===== config.mk =====
export PLATFORM = sky130hd
export DESIGN_NAME = sram_lane_ctrl
export DESIGN_NICKNAME = d
export VERILOG_FILES = /design/src/rtl/sram_lane_ctrl.sv
export SDC_FILE = /design/constraint.sdc
export NUM_CORES = 1
export LEC_CHECK = 0
export CAP_MARGIN = 25
export CORE_MARGIN = 8
export CORE_UTILIZATION = 35
export CTS_BUF_LIST = sky130_fd_sc_hd__clkbuf_8
export DETAILED_ROUTE_END_ITERATION = 6
export DONT_BUFFER_PORTS = 1
export HOLD_SLACK_MARGIN = 0.12
export SYNTH_ARGS = -nofsm -noshare
export SYNTH_HDL_FRONTEND = slang
export SYNTH_SLANG_ARGS = --single-unit
export TNS_END_PERCENT = 5

===== constraint.sdc =====
create_clock -name clk -period 2.37 [get_ports clk]
set_clock_uncertainty 0.1 [all_clocks]
set_input_delay 0.237 -clock clk [delete_from_list [all_inputs] [get_ports clk]]
set_output_delay 0.237 -clock clk [all_outputs]
set_load 0.1 [all_outputs]

===== src/rtl/sram_lane_ctrl.sv =====
module sram_lane_ctrl #(
  parameter int ADDR_W        = 15,
  parameter int LANE_W        = 8,
  parameter int CLK_NS        = 10,
  parameter int WE_PULSE_NS   = 8,
  parameter int DATA_SETUP_NS = 6,
  parameter int ACCESS_NS     = 12,
  parameter int OE_ACCESS_NS  = 6,
  parameter int OUT_OFF_NS    = 7,
  localparam int DATA_W       = 2 * LANE_W
) (
  input  logic              clk,
  input  logic              rst_n,
  input  logic              req_valid,
  output logic              req_ready,
  input  logic              req_write,
  input  logic [ADDR_W-1:0] req_addr,
  input  logic [DATA_W-1:0] req_wdata,
  input  logic [1:0]        req_be,
  output logic              rsp_valid,
  output logic [DATA_W-1:0] rsp_rdata,
  output logic [ADDR_W-1:0] mem_addr,
  output logic              mem_ce_n,
  output logic              mem_we_n,
  output logic              mem_oe_n,
  output logic              mem_lb_n,
  output logic              mem_ub_n,
  output logic [DATA_W-1:0] mem_dq_o,
  output logic              mem_dq_oe,
  input  logic [DATA_W-1:0] mem_dq_i
);

  localparam int WP_NS  = (WE_PULSE_NS > DATA_SETUP_NS) ? WE_PULSE_NS : DATA_SETUP_NS;
  localparam int RD_NS  = (ACCESS_NS > OE_ACCESS_NS) ? ACCESS_NS : OE_ACCESS_NS;
  localparam int WP_RAW = (WP_NS + CLK_NS - 1) / CLK_NS;
  localparam int RD_RAW = (RD_NS + CLK_NS - 1) / CLK_NS;
  localparam int TA_RAW = (OUT_OFF_NS + CLK_NS - 1) / CLK_NS;
  localparam int WP_CYC = (WP_RAW < 1) ? 1 : WP_RAW;
  localparam int RD_CYC = (RD_RAW < 1) ? 1 : RD_RAW;
  localparam int TA_CYC = (TA_RAW < 1) ? 1 : TA_RAW;
  localparam int CMAX_A = (WP_CYC > RD_CYC) ? WP_CYC : RD_CYC;
  localparam int CMAX   = (CMAX_A > TA_CYC) ? CMAX_A : TA_CYC;
  localparam int CNT_W  = $clog2(CMAX + 1);

  typedef enum logic [2:0] {
    S_IDLE, S_WSET, S_WPUL, S_WHLD, S_RSET, S_RDAT, S_RTRN
  } state_t;

  state_t              state;
  logic [CNT_W-1:0]    cnt;
  logic [ADDR_W-1:0]   addr_q;
  logic [DATA_W-1:0]   wdata_q;
  logic [1:0]          be_q;
  logic [DATA_W-1:0]   rdata_q;
  logic                rsp_q;
  logic                active;
  logic [DATA_W-1:0]   lane_mask;

  assign lane_mask = {{LANE_W{be_q[1]}}, {LANE_W{be_q[0]}}};

  always_ff @(posedge clk) begin
    if (!rst_n) begin
      state   <= S_IDLE;
      cnt     <= '0;
      addr_q  <= '0;
      wdata_q <= '0;
      be_q    <= '0;
      rdata_q <= '0;
      rsp_q   <= 1'b0;
    end else begin
      rsp_q <= 1'b0;
      case (state)
        S_IDLE: if (req_valid) begin
          addr_q  <= req_addr;
          wdata_q <= req_wdata;
          be_q    <= req_be;
          if (req_be == 2'b00) begin
            if (!req_write) begin
              rsp_q   <= 1'b1;
              rdata_q <= '0;
            end
          end else begin
            state <= req_write ? S_WSET : S_RSET;
          end
        end
        S_WSET: begin
          state <= S_WPUL;
          cnt   <= CNT_W'(WP_CYC - 1);
        end
        S_WPUL: if (cnt == '0) state <= S_WHLD;
                else cnt <= cnt - 1'b1;
        S_WHLD: state <= S_IDLE;
        S_RSET: begin
          state <= S_RDAT;
          cnt   <= CNT_W'(RD_CYC - 1);
        end
        S_RDAT: if (cnt == '0) begin
          rdata_q <= mem_dq_i & lane_mask;
          rsp_q   <= 1'b1;
          state   <= S_RTRN;
          cnt     <= CNT_W'(TA_CYC - 1);
        end else begin
          cnt <= cnt - 1'b1;
        end
        S_RTRN: if (cnt == '0) state <= S_IDLE;
                else cnt <= cnt - 1'b1;
        default: state <= S_IDLE;
      endcase
    end
  end

  assign active    = (state != S_IDLE) && (state != S_RTRN);
  assign req_ready = (state == S_IDLE);
  assign mem_ce_n  = !active;
  assign mem_lb_n  = !(active && be_q[0]);
  assign mem_ub_n  = !(active && be_q[1]);
  assign mem_we_n  = (state != S_WPUL);
  assign mem_oe_n  = (state != S_RDAT);
  assign mem_dq_oe = (state == S_WSET) || (state == S_WPUL) || (state == S_WHLD);
  assign mem_dq_o  = wdata_q;
  assign mem_addr  = addr_q;
  assign rsp_valid = rsp_q;
  assign rsp_rdata = rdata_q;

  localparam int SAT = TA_CYC + 2;
  localparam int SW  = $clog2(SAT + 1);
  logic [CNT_W:0] we_run;
  logic [SW-1:0]  oe_hi_run;

  always_ff @(posedge clk) begin
    if (!rst_n) begin
      we_run    <= '0;
      oe_hi_run <= SW'(SAT);
    end else begin
      we_run <= !mem_we_n ? we_run + 1'b1 : '0;
      if (!mem_oe_n) oe_hi_run <= '0;
      else if (oe_hi_run < SW'(SAT)) oe_hi_run <= oe_hi_run + 1'b1;
    end
  end

  a_r1_idle_deselect: assert property (@(posedge clk) disable iff (!rst_n)
    mem_ce_n |-> (mem_lb_n && mem_ub_n));
  a_r2_we_pulse_len: assert property (@(posedge clk) disable iff (!rst_n)
    $rose(mem_we_n) |-> (we_run == (CNT_W+1)'(WP_CYC)));
  a_r3_data_before_we: assert property (@(posedge clk) disable iff (!rst_n)
    !mem_we_n |-> (mem_dq_oe && $past(mem_dq_oe)));
  a_r3_addr_stable: assert property (@(posedge clk) disable iff (!rst_n)
    (!mem_ce_n && $past(!mem_ce_n)) |-> $stable(mem_addr));
  a_r4_oe_we_apart: assert property (@(posedge clk) disable iff (!rst_n)
    !mem_we_n |-> mem_oe_n);
  a_r6_release_first: assert property (@(posedge clk) disable iff (!rst_n)
    !mem_oe_n |-> (!mem_dq_oe && $past(!mem_dq_oe)));
  a_r6_turnaround: assert property (@(posedge clk) disable iff (!rst_n)
    $rose(mem_dq_oe) |-> (oe_hi_run >= SW'(TA_CYC + 1)));
  a_r7_ready_standby: assert property (@(posedge clk) disable iff (!rst_n)
    req_ready |-> mem_ce_n);
  a_r5_rsp_after_oe: assert property (@(posedge clk) disable iff (!rst_n)
    rsp_valid |-> mem_oe_n);

endmodule


==> results of run 1 <==
-- cells by family (layout without fill, tap and decap cells) --
kind of cell | after synthesis | after routing | synth area share, %
adder cells (fa/ha/maj) | 3 | 3 | 1.561
flip-flops | 55 | 55 | 45.79
AO/OA/AOI/OAI | 49 | 49 | 13.84
AND/OR/NAND/NOR | 125 | 125 | 24.56
buffers and inverters | 29 | 132 | 7.596
multiplexers | 16 | 16 | 6.660
-- power groups by stage --
stage	clock [uW]	combinational [uW]	sequential, uW
detailed placement	0	1260	1110
CTS	567	1350	1090
floorplan	0	615	1560
finish	538	1350	1090
global route	600	1420	1100
global placement	0	1250	1100
-- repair_timing --
item | CTS | global route
hold endpoints to repair | 51 | 0
resized for setup | 0 | 1
hold buffers | 59 | 0
endpoints found under the setup margin | 0 | 2
-- registers in the layout, summed over array words and instances, names as in the netlist --
name	cells
rsp_valid	1
rsp_rdata	16
be_q	2
mem_addr	15
mem_dq_o	16
cnt	2
state	3
-- through the flow --
stage / power, uW / util (%) / std cells / hold WS [ps] / setup TNS, ps
after floorplan: 2175 / - / 277 / 273.0 / -6.656
after global placement: 2348 / 41.86 / 393 / 275.0 / 0
after detailed placement: 2363 / 41.86 / 393 / 280.7 / 0
after CTS: 3005 / 52.07 / 460 / 120.2 / 0
after global routing: 3117 / 52.09 / 460 / 153.9 / 0
final: 2974 / 52.09 / 460 / 134.2 / 0
-- metal layers --
layer  routed length, um  GRT usage, %  share of wire, %  vias to the layer above
met3                 635         5.638               9.0                        4
li1                    -             -                 -                     1119
met2                3379         23.70                48                       79
met4                  32         2.952              0.45                        0
met5                   0             0                 0                        -
met1                3028         16.62                43                     1030
-- cell usage in the layout, fill, tap and decap left out, types with 2 or more instances in the layout --
cell type / n
dfxtp_1: 54
clkbuf_8: 6
nand2_2: 10
ha_1: 3
buf_4: 60
dlygate4sd3_1: 59
nand3_1: 16
o21a_1: 2
inv_1: 6
nand2b_1: 3
a31oi_1: 2
a21oi_1: 23
a21oi_2: 4
nand2_1: 78
nor2b_1: 2
nor3_1: 2
o21ai_0: 3
a21boi_0: 3
mux2i_1: 16
nor2_1: 4
a21boi_2: 6
-- critical path, delay by kind of cell, from the launching register on --
kind | cells | cell delay [ps]
AO/OA/AOI/OAI | 1 | 80
flip-flops | 1 | 490
buffers and inverters | 2 | 820
AND/OR/NAND/NOR | 2 | 630
-- layout make-up --
class                      instances  area, um2  share of cell area (%)
multi-input combinational        193       1142                   32.64
sequential                        55       1102                   31.50
timing repair buffer             119       1041                   29.75
tap                               80      100.1                   2.860
clock buffer                       6      82.58                   2.360
inverter                           5      18.77                  0.5363
clock inverter                     2      12.51                  0.3575
-- how the worst min path moves through the flow --
| stage | end | cells past startpoint | slack (ps) |
|---|---|---|---|
| 2_1_floorplan | be_q[1]$_SDFFE_PN0P_ | 2 | 270 |
| 3_3_place_gp | mem_dq_o[5]$_SDFFE_PN0P_ | 2 | 270 |
| 3_5_place_dp | mem_dq_o[5]$_SDFFE_PN0P_ | 2 | 280 |
| 4_1_cts | state[2]$_SDFFE_PN0P_ | 3 | 120 |
| 5_1_grt | state[2]$_SDFFE_PN0P_ | 3 | 150 |
| 6_report | state[2]$_SDFFE_PN0P_ | 3 | 130 |
==> flow_summary.json, run 1 <==
{
  "layout_setup_ws_ps": 137.1,
  "slowest_stage": "dlygate4sd3_1",
  "r2r_slack_ps": 140,
  "critical_path.max_fanout": 33,
  "grt_usage_pct": 14.18,
  "yosysWarnings": 0,
  "max_slew_margin_pct": 51.14,
  "min-delay-start": "req_write",
  "max_stage_delay_ps": 550,
  "netlist_top_cells_area": "dfxtp_1, nand2_1, mux2i_1",
  "grt_overflow": 0,
  "status": "completed",
  "syn_area_mm2": 0.002405,
  "ys_seq_area_share_pct": 45.79,
  "initial_core_util_pct": 35.79,
  "max_freq_mhz": 447.8,
  "setup_viol": 0,
  "vdd_ir_drop_max_mv": 0.3810,
  "crit_end": "mem_addr[7]$_SDFFE_PN0P_",
  "p_switching_uw": 1384,
  "final_area_mm2": 0.003500,
  "grt_pass1_wl_um": 11470,
  "p_per_area_mw_per_mm2": 849.8,
  "die_height_um": 98.89,
  "n_fill_cell": 638,
  "dp_slack_ps": 443.2,
  "min_period_ps": 2233,
  "cts_setup_buffers": 0,
  "crit_arrival_ps": 2330,
  "worst-slew-pin-transition_ps": 730.5,
  "dieArea_mm2": 0.009779,
  "ys_types": 38,
  "dieWidth_um": 98.89,
  "synthTopCellsByCount": "nand2_1, dfxtp_1, a21oi_1",
  "antenna_found_initial": 0,
  "cts_max_path_buffers": 2,
  "grt_start_max_net_pins": 34,
  "gp_congestion": 0.8236,
  "crit_chain": "or4b_1 > buf_4 > nand2_1 > a21boi_0 > dlygate4sd3_1",
  "ys_async_sr_fraction_pct": 0,
  "ys_ff_latch": 55,
  "hold_viol_final": 0,
  "r2r_cells": 5,
  "ios": 108,
  "cts_tree": "built",
  "n_antenna_cell": 0,
  "ys_dominant_reg_cell": "dfxtp_1",
  "clk_latency_ps": 300,
  "dp_hpwl_um": 4548,
  "synth_fp_nets": 333,
  "wl_per_cell_um": 15.38,
  "std_cell_rows": 30,
  "clk_pin_slew_ps": 100,
  "area_growth_pct": 45.53,
  "port_buffers": 0,
  "crit_path_end_kind": "flop",
  "rr_startpoint": "state[2]$_SDFFE_PN0P_",
  "cp-start-kind": "flop",
  "clock_sinks": 55,
  "crit_required_ps": 2470,
  "netlist_instances": 277,
  "drtIter0Drc": 62,
  "root_buffer": "clkbuf_8",
  "comb_power_share_pct": 45.4,
  "placed_cell_area_mm2": 0.002813,
  "ant_nets": 0,
  "rsz0062_at_grt": "no",
  "yosysMostFrequentCell": "nand2_1",
  "crit_type": "reg -> reg",
  "worstSetupStartpoint": "state[2]$_SDFFE_PN0P_",
  "p_leak_uw": 0.001507,
  "nets": 435,
  "period_share_pct": 94.22,
  "wirelength_um": 7075,
  "p_seq_share_pct": 36.5,
  "avgSynthCellArea_um2": 8.682,
  "r2r-end": "mem_addr[7]$_SDFFE_PN0P_",
  "slew_viol_final": 0,
  "cts_max_level": 2,
  "swShare_pct": 46.54,
  "drv_cap": 0,
  "synth_edf_count": 0,
  "num_vias": 2232,
  "synth_largest_area_cell": "dfxtp_1",
  "synth_top_area_share_pct": 45.79,
  "power.share.clock_pct": 18.1,
  "drc_errors": 0,
  "grt_pass1_vias": 2204,
  "core_mm2": 0.006719,
  "hold_class": "in -> reg",
  "drive_gt1_share_pct": 24.74,
  "cts_buffers": 5,
  "internal-power_uw": 1590,
  "dr.pass1.iters": 4,
  "viasPerCell": 4.852
}
No activity file was read; power rests on OpenSTA's default activity.
==> inputs of run 2 (changes only) <==
--- a/constraint.sdc
+++ b/constraint.sdc
@@ -4,2 +4,2 @@
 set_output_delay 0.237 -clock clk [all_outputs]
-set_load 0.1 [all_outputs]
+set_load 0.05 [all_outputs]
==> run 2 against run 1 <==
Maximum frequency is 2.4% lower. Via count is 8.9% lower. Final area down 9.6%. First-iteration DRC count grew 73%. Die area did not move. Critical path depth increased by 1. Register-to-register slack got worse by 50 ps. Sequential share of layout area grew 3.4 points. Count of clock-buffer cells in the layout down 1. Critical endpoint is now mem_addr[6]$_SDFFE_PN0P_.
==> flow_summary.json, run 2 (synthesis results as in run 1) <==
{
  "rr_startpoint": "state[1]$_SDFFE_PN0P_",
  "cts_max_path_buffers": 2,
  "hold_class": "in -> reg",
  "min-delay-start": "req_be[1]",
  "wl_per_cell_um": 16.50,
  "crit_path_end_kind": "flop",
  "drtIter0Drc": 107,
  "n_antenna_cell": 0,
  "root_buffer": "clkbuf_8",
  "wirelength_um": 6796,
  "fin_tns_setup_ps": 0,
  "num_vias": 2034,
  "grt_pass1_wl_um": 10810,
  "ant_nets": 0,
  "rsz0062_at_grt": "yes",
  "crit_arrival_ps": 2380,
  "stdcell_count": 412,
  "port_buffers": 0,
  "worst-slew-pin-transition_ps": 612.3,
  "hold-path-endpoint": "state[0]$_SDFFE_PN0P_",
  "clk_latency_ps": 300,
  "cp-start-kind": "flop",
  "std_cell_rows": 30,
  "final_cell_mix": "nand2_1, dlygate4sd3_1, dfxtp_1, a21oi_1",
  "setup_viol": 0,
  "slowest_stage": "dlygate4sd3_1",
  "wl_met1_um": 2651,
  "drive_gt1_share_pct": 12.35,
  "critical_path.max_fanout": 33,
  "clock_sinks": 55,
  "grt_pass1_vias": 2109,
  "max_slew_margin_pct": 59.04,
  "viasPerCell": 4.937,
  "wl_met2_um": 3402,
  "cts_tree": "built",
  "grt_usage_pct": 13.73,
  "nets": 388,
  "ios": 108,
  "drv_cap": 0,
  "die_height_um": 98.89,
  "final_area_mm2": 0.003163,
  "place_inst": 342,
  "vdd_ir_drop_max_mv": 0.3011,
  "hold_depth": 2,
  "drc_errors": 0,
  "layout_commonest_cell": "nand2_1",
  "r2r-end": "mem_addr[6]$_SDFFE_PN0P_",
  "placed_cell_area_mm2": 0.002421,
  "grt_start_max_net_pins": 34,
  "antenna_found_initial": 0,
  "highest_layer": "met4",
  "dp_hpwl_um": 4271,
  "initial_core_util_pct": 35.79,
  "area_growth_pct": 31.53,
  "dieArea_mm2": 0.009779,
  "crit_type": "reg -> reg",
  "gp_congestion": 0.7916,
  "clk_pin_slew_ps": 90,
  "cts_max_level": 2,
  "max_stage_delay_ps": 580,
  "status": "completed",
  "dr.pass1.iters": 4,
  "p_per_area_mw_per_mm2": 814.6,
  "cts_buffers": 5,
  "crit_chain": "buf_4 > or4b_1 > buf_6 > nand2_1 > a21boi_0 > dlygate4sd3_1",
  "slew_viol_final": 0,
  "crit_required_ps": 2460,
  "max_freq_mhz": 437.3,
  "r2r_cells": 6,
  "r2r_slack_ps": 80,
  "core_mm2": 0.006719,
  "period_share_pct": 96.49,
  "dieWidth_um": 98.89,
  "min_period_ps": 2287,
  "grt_overflow": 0,
  "hold_viol_final": 0,
  "met3_wirelength_um": 666,
  "p_leak_uw": 0.001275
}
## run 2: area by class of cell
cell class                      count  area, um2
Timing Repair Buffer               72      705.7
Fill cell                         630       3556
Clock buffer                        5      68.82
Inverter                            5      18.77
Clock inverter                      2      33.78
Multi-Input combinational cell    193       1134
Tap cell                           80      100.1
Sequential cell                    55       1102
## run 2: timing repair
item	CTS	global route
hold buffers	63	0
setup buffers	0	0
gates resized for setup	0	3
endpoints found under the setup margin	0	4
hold endpoints to repair	51	0
## run 2: per-stage QoR
step / power, uW / util [%] / hold WS (ps) / setup WS [ps]
final: 2577 / 47.08 / 144.9 / 83.30
after global routing: 2714 / 47.08 / 133.4 / -10.98
after CTS: 2605 / 46.95 / 136.8 / 80.22
after detailed placement: 1899 / 36.03 / 279.7 / 522.9
after global placement: 1887 / 36.03 / 275.4 / 547.1
after floorplan: 1817 / - / 273.0 / 175.6
## run 2: worst max-delay path by stage
stage                                      from                        end  slack [ps]  cells after the start
final                     state[1]$_SDFFE_PN0P_   mem_addr[6]$_SDFFE_PN0P_          80                      6
after global routing      state[1]$_SDFFE_PN0P_   mem_addr[6]$_SDFFE_PN0P_         -10                      6
after CTS                   cnt[0]$_SDFFE_PN0P_  rsp_rdata[8]$_SDFFE_PN0P_          80                      6
after detailed placement  state[2]$_SDFFE_PN0P_                   mem_ub_n         520                      3
after global placement    state[2]$_SDFFE_PN0P_                   mem_lb_n         550                      3
after floorplan           state[2]$_SDFFE_PN0P_        cnt[1]$_SDFFE_PN0P_         180                      4
## run 2: critical path, delay by kind of cell (launching register included)
| kind | cells | cell delay, ps |
|---|---|---|
| AO/OA/AOI/OAI | 1 | 110 |
| buffers and inverters | 3 | 990 |
| flip-flops | 1 | 340 |
| AND/OR/NAND/NOR | 2 | 620 |
## run 2: power breakdown
group	switching [uW]	internal [uW]
sequential	321	1010
clock	288	306
combinational	389	264
## run 2: routing by layer
| layer | track usage (%) | up-vias |
|---|---|---|
| met4 | 4.132 | 0 |
| met2 | 23.86 | 71 |
| li1 | - | 1025 |
| met3 | 6.342 | 6 |
| met5 | 0 | - |
| met1 | 14.41 | 932 |
==> inputs of run 3 (changes only) <==
Settings changed: CORE_UTILIZATION 35 to 52, PLACE_DENSITY set to 0.67.
==> run 3 against run 2 <==
Worst setup slack improved by 66 ps. Routed wire length fell by 4.7%. Utilization increased by 21 points. Critical path type is now reg -> out. Highest routed layer unchanged.
==> flow_summary.json, run 3 (synthesis results as in run 1) <==
{
  "rr_startpoint": "state[2]$_SDFFE_PN0P_",
  "initial_core_util_pct": 54.48,
  "grtUsageMet2_pct": 30.46,
  "cp-start-kind": "flop",
  "status": "completed",
  "r2r_slack_ps": 560,
  "core_mm2": 0.004414,
  "place_inst": 314,
  "nets": 378,
  "grt_overflow": 0,
  "stdcell_count": 375,
  "drtIter0Drc": 105,
  "hold_viol_final": 0,
  "max_freq_mhz": 450.2,
  "crit_end": "mem_ub_n",
  "die_height_um": 84.01,
  "drv_cap": 0,
  "clk_latency_ps": 300,
  "final_area_mm2": 0.003007,
  "n_antenna_cell": 0,
  "register_area_mm2": 0.001102,
  "comb_power_share_pct": 24.6,
  "cts_tree": "built",
  "grt_pass1_vias": 2051,
  "std_cell_rows": 24,
  "worst-slew-pin-transition_ps": 898.4,
  "multi_input_comb_area_mm2": 0.001134,
  "layout_commonest_cell": "nand2_1",
  "dieWidth_um": 84.01,
  "min_period_ps": 2221,
  "r2r-end": "rsp_rdata[9]$_SDFFE_PN0P_",
  "grt_pass1_wl_um": 10450,
  "p_per_area_mw_per_mm2": 815.6,
  "vdd_ir_drop_max_mv": 0.5486,
  "cts_max_path_buffers": 2,
  "wl_per_cell_um": 17.26,
  "crit_type": "reg -> out",
  "ios": 108,
  "final_cell_mix": "nand2_1, dfxtp_1, dlygate4sd3_1, a21oi_1",
  "area_growth_pct": 25.03,
  "gp_congestion": 0.8110,
  "rsz0062_at_grt": "no",
  "crit_arrival_ps": 1880,
  "clock_sinks": 55,
  "power_uw": 2452,
  "antenna_found_initial": 0,
  "use_met3_pct": 7.617,
  "swShare_pct": 40.76,
  "slew_viol_final": 0,
  "drive_gt1_share_pct": 13.31,
  "internal-power_uw": 1453,
  "viasPerCell": 5.352,
  "grt_usage_pct": 17.86,
  "dr.pass1.iters": 4,
  "crit_path_end_kind": "output port",
  "p_seq_share_pct": 54.8,
  "num_vias": 2007,
  "final_util_pct": 68.11,
  "placed_cell_area_mm2": 0.002386,
  "grt_util_met1_pct": 18.94,
  "hold_class": "in -> reg",
  "drc_errors": 0,
  "cts_buffers": 5,
  "worstSetupStartpoint": "state[2]$_SDFFE_PN0P_",
  "setup_viol": 0,
  "dp_hpwl_um": 4090,
  "p_switching_uw": 999.5,
  "root_buffer": "clkbuf_8",
  "ant_nets": 0,
  "critical_path.max_fanout": 15,
  "top_usage_layer": "met2",
  "fin_tns_setup_ps": 0,
  "power.share.clock_pct": 20.5,
  "period_share_pct": 93.72,
  "wirelength_um": 6474,
  "grt_start_max_net_pins": 30,
  "r2r_cells": 3,
  "cts_max_level": 2,
  "crit_required_ps": 2030,
  "dieArea_mm2": 0.007057,
  "p_leak_uw": 0.001185,
  "max_slew_margin_pct": 39.91,
  "port_buffers": 0,
  "n_fill_cell": 363,
  "clk_pin_slew_ps": 90
}
==> run 3: changes by cell type in the layout (fill, tap and decap cells not counted) <==
cell,delta
clkinvlp_4,+2
bufinv_16,-1
buf_4,+2
clkinv_2,+1
buf_6,-2
inv_1,-1
dlygate4sd3_1,-10
==> run 3: per-layer routing <==
| layer | vias up | wire [um] |
|---|---|---|
| li1 | 1003 | - |
| met1 | 921 | 2537 |
| met2 | 73 | 3259 |
| met3 | 10 | 550 |
| met4 | 0 | 126 |
| met5 | - | 0 |
==> run 3: metrics by stage <==
step,hold slack (ps),setup slack [ps]
4_1_cts,126.5,107.1
3_3_place_gp,275.3,486.4
5_1_grt,161.2,74.50
3_5_place_dp,279.1,452.9
2_1_floorplan,273.0,175.6
6_report,128.6,148.9
==> run 3: power by group through the flow <==
stage          clock, uW  sequential [uW]  combinational (uW)
3_3_place_gp           0             1370                 517
5_1_grt              553             1360                 664
3_5_place_dp           0             1370                 523
6_report             503             1340                 604
2_1_floorplan          0             1310                 506
4_1_cts              521             1350                 604
==> run 3: layout make-up <==
cell class / count / area share, %
clock buffers: 5 / 2.289
clock inverters: 3 / 0.6658
inverters: 5 / 0.6242
multi-input cells: 193 / 37.70
flip-flops and latches: 55 / 36.66
well taps: 52 / 2.164
repair buffers: 62 / 19.89
==> run 3: worst max-delay path: stages, from the launching register on <==
cell and delay, ps:
dfxtp_1 470, nor2b_2 280, or3_1 420, nand2_1 410
==> run 3: worst min path at each step <==
| stage | start | end | depth (start not counted) |
|---|---|---|---|
| 2_1_floorplan | req_be[1] | be_q[1]$_SDFFE_PN0P_ | 2 |
| 3_3_place_gp | req_wdata[9] | mem_dq_o[9]$_SDFFE_PN0P_ | 2 |
| 3_5_place_dp | req_addr[0] | mem_addr[0]$_SDFFE_PN0P_ | 2 |
| 4_1_cts | req_write | state[2]$_SDFFE_PN0P_ | 3 |
| 5_1_grt | req_write | state[2]$_SDFFE_PN0P_ | 3 |
| 6_report | req_write | state[2]$_SDFFE_PN0P_ | 3 |
==> run 3: what timing repair did <==
action                                  CTS  global route
endpoints found under the hold margin    52             0
setup buffers                             0             0
endpoints found under the setup margin    0             1
resized for setup                         0             1
hold buffers                             53             0
